--- src/rtl/presc_timer.sv ---
module presc_timer #(
  parameter int CNT_W    = 16,
  parameter int TAP_BASE = 10
) (
  input  logic       clk,
  input  logic       rst,
  input  logic       ctl_wr,
  input  logic [3:0] ctl_data,
  input  logic       tmr_clr,
  input  logic       hold_rel,
  input  logic       wd_en,
  output logic [3:0] rd_val,
  output logic       pulse,
  output logic       wd_rst
);
  localparam int B0 = TAP_BASE - 1;
  localparam int B1 = TAP_BASE;
  localparam int B2 = TAP_BASE + 1;
  localparam int B3 = TAP_BASE + 2;
  localparam int B4 = TAP_BASE + 3;
  localparam int RD_HI = CNT_W - 2;

  logic [CNT_W-1:0] cnt;
  logic [3:0]       ctl;
  logic             zap;
  logic             at_top;

  assign zap    = tmr_clr | hold_rel;
  assign at_top = &cnt;

  always_ff @(posedge clk or posedge rst) begin
    if (rst) begin
      cnt    <= '0;
      ctl    <= 4'b0000;
      wd_rst <= 1'b0;
    end else begin
      cnt    <= zap ? '0 : cnt + 1'b1;
      wd_rst <= wd_en & ~zap & at_top;
      if (ctl_wr) ctl <= ctl_data;
    end
  end

  always_comb begin
    case (ctl[2:0])
      3'd0:    pulse = cnt[B0];
      3'd1:    pulse = cnt[B1];
      3'd2:    pulse = cnt[B1] | cnt[B0];
      3'd3:    pulse = cnt[B2];
      3'd4:    pulse = cnt[B2] | cnt[B1];
      3'd5:    pulse = cnt[B3];
      3'd6:    pulse = cnt[B3] | cnt[B2];
      default: pulse = cnt[B4];
    endcase
  end

  assign rd_val = ctl[3] ? ~cnt[RD_HI -: 4] : {~pulse, 3'b000};


  clr_zero_chk: assert property (@(posedge clk) disable iff (rst)
    tmr_clr |=> cnt == '0);

  rel_zero_chk: assert property (@(posedge clk) disable iff (rst)
    hold_rel |=> cnt == '0);

  count_step_chk: assert property (@(posedge clk) disable iff (rst)
    !zap |=> cnt == $past(cnt) + 1'b1);

  wd_single_chk: assert property (@(posedge clk) disable iff (rst)
    wd_rst |=> !wd_rst);

  wd_wrap_chk: assert property (@(posedge clk) disable iff (rst)
    wd_rst |-> cnt == '0);

  wd_gate_chk: assert property (@(posedge clk) disable iff (rst)
    $rose(wd_rst) |-> $past(wd_en));
endmodule

--- config.mk ---
export PLATFORM = sky130hd
export DESIGN_NAME = presc_timer
export DESIGN_NICKNAME = d
export VERILOG_FILES = /design/src/rtl/presc_timer.sv
export SDC_FILE = /design/constraint.sdc
export NUM_CORES = 1
export LEC_CHECK = 0
export BUFFER_PORTS_ARGS = -buffer_cell sky130_fd_sc_hd__clkbuf_2
export CORE_MARGIN = 2
export CORE_UTILIZATION = 50
export CTS_CLUSTER_DIAMETER = 30
export DETAILED_ROUTE_END_ITERATION = 16
export PLACE_DENSITY = 0.72
export SYNTH_ARGS = -nofsm -noshare
export SYNTH_HDL_FRONTEND = slang
export SYNTH_SLANG_ARGS = --single-unit
--- constraint.sdc ---
create_clock -name clk -period 3.6 [get_ports clk]
set_input_delay 0.72 -clock clk [delete_from_list [all_inputs] [get_ports clk]]
set_output_delay 0.72 -clock clk [all_outputs]
set_load 0.005 [all_outputs]
==> impl_metrics.yaml, run 1 <==
clock_network:
  path_clk_slew_ns: 0.11
  cts-root-buf: "clkbuf_4"
  cts_tree: "built"
  cts_hold_buf: 0
  clkLatencyLatePin_ns: 0.30
  post-cts-setup-buffers: 0
  cts_htree_levels: 1
  clock_sinks: 21
  cts_resized: 0
  cts_buffers: 3
  cts_buffer_depth: 2
final_layout:
  final_cell_mix: "dfrtp_1, nor2_1, clkbuf_2"
  nets: 130
  fin_area_um2: 1180
  layout.cells.non_filler: 145
  antenna_cells: 0
  fin_util_pct: 59.7
  final_common_cell: "dfrtp_1"
  drive_gt1_share_pct: 22.0
  synthToLayoutAreaGrowth_pct: 12.1
setup_path:
  critPathCaptureType: "primary output"
  critPathMaxFanout: 4
  crit_chain: "nand2b_1 > a311o_1 > o221ai_1 > mux2i_1 > clkbuf_2"
  cpMaxStageDelayCell: "dfrtp_1"
  crit_required_ns: 2.88
  critPathArrivalTime_ns: 1.55
  start_kind: "flip-flop"
  critPathKind: "reg2out"
  cp_slowest_stage_delay_ns: 0.43
sta:
  hold_violations: 0
  slew_headroom_pct: 49.2
  rsz0062_at_grt: "false"
  period_share_pct: 63.1
  max_freq_mhz: 440
  setup_ws_ns: 1.33
  setup_violations: 0
  skew_ns: 0.00319
  hold_ws_ns: 0.519
  tns_ns: 0
  min_period_ns: 2.27
  tightest_slew_ns: 0.761
  slew_violations: 0
worst_hold_path:
  min_path_type: "in2async"
yosys:
  synth_nets: 112
  ys_seq_area_share_pct: 49.8
  netlist_area_um2: 1050
  ys_ff_latch: 21
  synthCells: 101
  yosysWarnings: 0
  avgSynthCellArea_um2: 10.4
  synth_cell_type_count: 30
power_and_ir_drop:
  power.switching_uw: 88.9
  p_seq_share_pct: 63.5
  p_total_uw: 391
  p_clk_share_pct: 27.9
  leakagePower_nw: 0.523
  comb_power_share_pct: 8.6
  vdd_drop_max_mv: 0.187
  netSwitchingFraction_pct: 22.7
  powerDensity_nw_per_um2: 331
  internal_power_uw: 302
placed_design:
  post_dp_cell_area_um2: 1160
  dp_hpwl_um: 1410
  place_inst: 141
  numPortBuffers: 15
  gp_congestion: 0.828
  pre_cts_ws_ns: 1.67
global_route:
  antenna_found_initial: 0
  track_usage_pct: 18.0
  grt_pass1_wl_um: 3340
  grt_pass1_vias: 764
  grt_overflow_total: 0
  grt_max_degree: 22
routing:
  vias_per_cell: 5.49
  wirelength_um: 1900
  drt_pass1_iterations: 4
  route.detailed.drc: 0
  vias: 796
  drtIter0Drc: 21
  avgRoutedWirePerCell_um: 13.1
  ant_nets: 0
floorplan:
  die-area_um2: 2490
  coreArea_um2: 1980
  num_rows: 16
  die_w_um: 49.9
  initial_core_util_pct: 53.2
  ioPinCount: 16
  die_h_um: 49.9
flow_run:
  maxCapViolations: 0
run_status:
  status: "finished clean"
power by group through the flow:
stage	Sequential, mW	Combinational (mW)	Clock (mW)
final	0.248	0.0336	0.109
after global routing	0.250	0.0380	0.127
after CTS	0.249	0.0346	0.113
after detailed placement	0.253	0.0344	0
after global placement	0.253	0.0334	0
after floorplan	0.251	0.0215	0
final cells by class:
class,instances,area (um2)
Fill cell,161,800
Sequential cell,21,526
Multi-Input combinational cell,75,510
Timing Repair Buffer,15,75.1
Tap cell,27,33.8
Clock buffer,4,26.3
Inverter,3,11.3
cells by family after synthesis:
family	share of synthesized area, %
and+or+nand+nor	25.4
AOI/OAI and AO/OA	3.91
xor gates and xnor gates	10.8
muxes	7.12
buffers and inverters	1.78
adders and majority gates	1.19
DFF	49.8
worst paths after layout:
kind	startpoint	endpoint	slack (ns)	cells past startpoint
max	ctl[1]	rd_val[3]	1.33	5
min	rst	cnt[5]	0.52	2
max reg2reg	cnt[9]	cnt[15]	1.95	4
min reg2reg	cnt[0]	cnt[0]	0.53	1
max in group asynchronous	rst	cnt[13]	2.61	2
min in group clk	cnt[0]	cnt[0]	0.53	1
layer usage:
layer / track usage, % / vias up / routed length (um)
li1: - / 386 / -
met1: 22.4 / 379 / 805
met2: 30.4 / 27 / 957
met3: 2.73 / 4 / 102
met4: 8.33 / 0 / 29
met5: 0 / - / 0
registers in the layout (all words and copies together), names as in the netlist:
| signal | cells |
|---|---|
| cnt | 16 |
| ctl | 4 |
| wd_rst | 1 |
worst max-delay path: cells and delay by family, from the launching register on:
| family | cells | cell delay (ns) |
|---|---|---|
| compound gates | 2 | 0.44 |
| buf+inv | 1 | 0.12 |
| flops | 1 | 0.43 |
| mux | 1 | 0.10 |
| simple gates | 1 | 0.16 |
Yosys cell counts:
master / count / area [um2]
and3_1: 2 / 12.5
xor2_1: 6 / 52.6
nor3_1: 2 / 10.0
xnor2_1: 7 / 61.3
and4_1: 1 / 8.76
o221ai_1: 1 / 8.76
a21oi_1: 2 / 10.0
nand4_4: 1 / 21.3
inv_1: 3 / 11.3
nor4_1: 4 / 25.0
o21ai_0: 1 / 5.00
or3_1: 1 / 6.26
or3_4: 1 / 11.3
mux2i_1: 3 / 30.0
or4_1: 1 / 7.51
nor2b_1: 3 / 18.8
nand3_1: 6 / 30.0
nand4_1: 1 / 6.26
and2_1: 1 / 6.26
mux2_2: 4 / 45.0
nand2_1: 6 / 22.5
dfrtp_1: 21 / 526
nand2b_1: 1 / 6.26
a311o_1: 1 / 10.0
ha_1: 1 / 12.5
nor2_1: 15 / 56.3
nand4_2: 1 / 12.5
or2_2: 1 / 6.26
clkbuf_1: 2 / 7.51
o31ai_1: 1 / 7.51
Power figures use the tool's default switching activity.
==> run 2, diff against run 1 <==
==> constraint.sdc (replaced) <==
create_clock -name clk -period 2.3 [get_ports clk]
set_input_delay 0.46 -clock clk [delete_from_list [all_inputs] [get_ports clk]]
set_output_delay 0.46 -clock clk [all_outputs]
set_load 0.005 [all_outputs]
==> impl_metrics.yaml, run 2 (synthesis results as in run 1) <==
clock_network:
  cts-root-buf: "clkbuf_4"
  cts_resized: 0
  path_clk_slew_ns: 0.11
  cts_buffers: 3
  post-cts-setup-buffers: 0
  clkLatencyLatePin_ns: 0.30
  cts_htree_levels: 1
  cts_buffer_depth: 2
  cts_tree: "built"
  cts_hold_buf: 0
  clock_sinks: 21
final_layout:
  regMostFlops: "cnt"
  synthToLayoutAreaGrowth_pct: 12.2
  fin_util_pct: 59.7
  antenna_cells: 0
  ff_latch_area_um2: 526
  layout.cells.non_filler: 145
  fillers: 179
  drive_gt1_share_pct: 22.9
  final_cell_mix: "dfrtp_1, nor2_1, clkbuf_2"
  final_common_cell: "dfrtp_1"
  largest_register_ff_count: 16
  top_regs: "cnt x16, ctl x4, wd_rst x1"
  multi_input_area_um2: 510
  nets: 130
sta:
  tightest_slew_ns: 0.766
  setup_violations: 0
  slew_headroom_pct: 48.9
  skew_ns: 0.00262
  max_freq_mhz: 500
  min_period_ns: 2.00
  tns_ns: 0
  hold_violations: 0
  slew_violations: 0
  rsz0062_at_grt: "false"
  period_share_pct: 87.0
placed_design:
  place_inst: 141
  dp_hpwl_um: 1390
  gp_congestion: 0.756
  numPortBuffers: 15
global_route:
  grt_overflow_total: 0
  grt_max_degree: 22
  track_usage_pct: 16.7
  grt_pass1_vias: 765
  grt_pass1_wl_um: 3180
  antenna_found_initial: 0
power_and_ir_drop:
  netSwitchingFraction_pct: 23.3
  p_clk_share_pct: 28.0
  powerDensity_nw_per_um2: 518
  comb_power_share_pct: 8.6
  internal_power_uw: 470
  vdd_drop_max_mv: 0.338
  p_total_uw: 613
  p_seq_share_pct: 63.4
  power.switching_uw: 143
  leakagePower_nw: 0.526
floorplan:
  num_rows: 16
  die_h_um: 49.9
  initial_core_util_pct: 53.2
  coreArea_um2: 1980
  die-area_um2: 2490
  die_w_um: 49.9
  ioPinCount: 16
setup_path:
  start_kind: "flip-flop"
  crit_required_ns: 1.84
  critPathMaxFanout: 4
  critPathCaptureType: "primary output"
  critPathKind: "reg2out"
  critPathArrivalTime_ns: 1.54
routing:
  drtIter0Drc: 7
  avgRoutedWirePerCell_um: 13.0
  ant_nets: 0
  vias_per_cell: 5.38
  route.detailed.drc: 0
  wirelength_um: 1890
  vias: 780
  drt_pass1_iterations: 4
worst_hold_path:
  min_path_type: "in2async"
flow_run:
  maxCapViolations: 0
run_status:
  status: "finished clean"
## run 2: path summary, 6_finish.rpt
| kind | startpoint | endpoint | slack (ns) | cells past startpoint |
|---|---|---|---|---|
| worst max-delay path | ctl[1] | rd_val[3] | 0.30 | 5 |
| worst min-delay path | rst | cnt[5] | 0.26 | 2 |
| worst max register to register | cnt[9] | cnt[15] | 0.63 | 4 |
| worst min register to register | cnt[0] | cnt[0] | 0.53 | 1 |
| max in group asynchronous | rst | cnt[3] | 1.56 | 2 |
| min in group clk | wd_en | wd_rst | 0.38 | 3 |
## run 2: final cells by class
cell class,count,area share [%]
Tap cell,27,2.85
Inverter,3,0.951
Timing Repair Buffer,15,6.34
Sequential cell,21,44.4
Clock inverter,1,0.423
Multi-Input combinational cell,75,43.1
Clock buffer,3,1.90
## run 2: metal layers
layer  part of all wire [%]  routed length [um]  global-route usage [%]
met5                      0                   0                       0
met3                    3.7                  69                    2.73
met1                     44                 828                    19.4
met4                      0                   0                    6.94
met2                     52                 988                    30.0
## run 2: power groups by stage
stage	registers (mW)	logic, mW	clock network, mW
5_1_grt	0.390	0.0583	0.195
3_5_place_dp	0.396	0.0541	0
3_3_place_gp	0.396	0.0526	0
6_report	0.389	0.0526	0.172
4_1_cts	0.389	0.0542	0.178
2_1_floorplan	0.393	0.0337	0
## run 2: worst max-delay path, cell delays in order, from the launching register on
cell and delay [ns]:
dfrtp_1 0.42, nand2b_1 0.15, a311o_1 0.34, o221ai_1 0.09
mux2i_1 0.11, clkbuf_2 0.12
## run 2: per-stage QoR
step	area, um2	setup WS, ns	hold slack (ns)
global placement	1160	0.675	0.512
CTS	1180	0.289	0.280
detailed placement	1160	0.632	0.510
floorplan	1050	0.763	0.437
global route	1180	0.210	0.309
finish	1180	0.299	0.261
==> run 3, diff against run 2 <==
--- a/config.mk
+++ b/config.mk
@@ -7,10 +7,11 @@
 export LEC_CHECK = 0
 export BUFFER_PORTS_ARGS = -buffer_cell sky130_fd_sc_hd__clkbuf_2
 export CORE_MARGIN = 2
-export CORE_UTILIZATION = 50
+export CORE_UTILIZATION = 58
 export CTS_CLUSTER_DIAMETER = 30
 export DETAILED_ROUTE_END_ITERATION = 16
-export PLACE_DENSITY = 0.72
+export PLACE_DENSITY = 0.82
+export RECOVER_POWER = 25
 export SYNTH_ARGS = -nofsm -noshare
 export SYNTH_HDL_FRONTEND = slang
 export SYNTH_SLANG_ARGS = --single-unit
==> constraint.sdc (replaced) <==
create_clock -name clk -period 2.5 [get_ports clk]
set_input_delay 0.5 -clock clk [delete_from_list [all_inputs] [get_ports clk]]
set_output_delay 0.5 -clock clk [all_outputs]
set_load 0.005 [all_outputs]
==> impl_metrics.yaml, run 3 (synthesis results as in run 1) <==
run_status:
  status: "finished clean"
sta:
  tightest_slew_ns: 0.877
  max_freq_mhz: 483
  skew_ns: 0.0124
  min_period_ns: 2.07
  slew_headroom_pct: 41.5
  rsz0062_at_grt: "false"
  hold_violations: 0
  tns_ns: 0
  period_share_pct: 82.9
  slew_violations: 0
  setup_violations: 0
clock_network:
  cts_buffers: 3
  clock_sinks: 21
  cts_resized: 0
  cts-root-buf: "clkbuf_4"
  cts_hold_buf: 0
  cts_buffer_depth: 2
  cts_tree: "built"
  cts_htree_levels: 1
  clkLatencyLatePin_ns: 0.30
  post-cts-setup-buffers: 0
  path_clk_slew_ns: 0.12
setup_path:
  critPathKind: "reg2out"
  critPathCaptureType: "primary output"
  cp_top_family: "compound AO/OA/AOI/OAI gates"
  critPathBufInv: 1
  crit_required_ns: 2.00
  critPathMaxFanout: 4
  critPathArrivalTime_ns: 1.57
  cpMaxStageDelayCell: "dfrtp_1"
  start_kind: "flip-flop"
  crit_chain: "nand2b_1 > a311o_1 > o221ai_1 > mux2i_1 > clkbuf_2"
  cp_slowest_stage_delay_ns: 0.43
final_layout:
  final_common_cell: "dfrtp_1"
  synthToLayoutAreaGrowth_pct: 12.0
  final_cell_mix: "dfrtp_1, nor2_1, clkbuf_2"
  antenna_cells: 0
  top_regs: "cnt x16, ctl x4, wd_rst x1"
  nets: 130
  fin_util_pct: 68.4
  drive_gt1_share_pct: 22.0
  largest_register_ff_count: 16
  regMostFlops: "cnt"
routing:
  vias_per_cell: 5.48
  drtIter0Drc: 6
  vias: 783
  drt_pass1_iterations: 4
  route.detailed.drc: 0
  ant_nets: 0
  avgRoutedWirePerCell_um: 13.5
  wirelength_um: 1920
floorplan:
  die_h_um: 46.6
  die_w_um: 46.6
  coreArea_um2: 1730
  initial_core_util_pct: 61.1
  num_rows: 15
  ioPinCount: 16
  die-area_um2: 2180
global_route:
  grt_pass1_wl_um: 3190
  grt_pass1_vias: 747
  grt_max_degree: 22
  track_usage_pct: 21.4
  antenna_found_initial: 0
  grt_overflow_total: 0
worst_hold_path:
  min_path_type: "in2async"
flow_run:
  maxCapViolations: 0
power_and_ir_drop:
  powerDensity_nw_per_um2: 481
  leakagePower_nw: 0.525
  vdd_drop_max_mv: 0.391
placed_design:
  dp_hpwl_um: 1460
  gp_congestion: 0.723
  numPortBuffers: 15
[run 3: cell types whose count changed in the layout (fill, tap and decap cells not counted)]
cell,change
or2_0,+1
or2_2,-1
[run 3: worst paths after layout]
kind                       slack, ns         to  cells after the start        start
min reg2reg                     0.53     cnt[0]                      1       cnt[0]
max reg2reg                     0.82    cnt[15]                      4       cnt[9]
max in group asynchronous       1.72     cnt[3]                      2          rst
min in group clk                0.42     ctl[0]                      2  ctl_data[0]
max                             0.43  rd_val[3]                      5       ctl[1]
min                             0.29     cnt[9]                      2          rst
[run 3: routing by layer]
layer | vias to the layer above | track usage, % | routed length, um | share of wire [%]
met5 | - | 0 | 0 | 0
met2 | 11 | 36.1 | 967 | 50
met4 | 0 | 8.33 | 11 | 0.57
met3 | 2 | 3.53 | 49 | 2.5
met1 | 385 | 27.4 | 895 | 47
li1 | 385 | - | - | -
[run 3: cell type report]
cell class / count / area (um2)
clock buffer: 3 / 22.5
clock inverter: 1 / 5.00
fill: 141 / 546
inverter: 3 / 11.3
multi-input combinational: 75 / 510
sequential: 21 / 526
tap: 25 / 31.3
timing repair buffer: 15 / 75.1
[run 3: where the power goes]
part | switching [mW] | internal, mW | leakage (nW)
clock network | 0.102 | 0.0596 | 0.0177
registers | 0.0109 | 0.348 | 0.283
logic | 0.0228 | 0.0254 | 0.224
total | 0.136 | 0.433 | 0.525
[run 3: through the flow]
stage	hold slack (ns)	worst slack [ns]	area [um2]	power, mW	cells
2_1_floorplan	0.475	0.923	1050	0.393	101
3_3_place_gp	0.508	0.831	1150	0.412	139
3_5_place_dp	0.520	0.778	1150	0.415	139
4_1_cts	0.317	0.418	1180	0.574	143
5_1_grt	0.360	0.307	1180	0.597	143
6_report	0.294	0.428	1180	0.569	143
[run 3: worst register-to-register path: stages, from the launching register on]
cell and delay [ns]:
dfrtp_1 0.44, nand4_2 0.19, or3_4 0.42, or4_1 0.41, a21oi_1 0.15
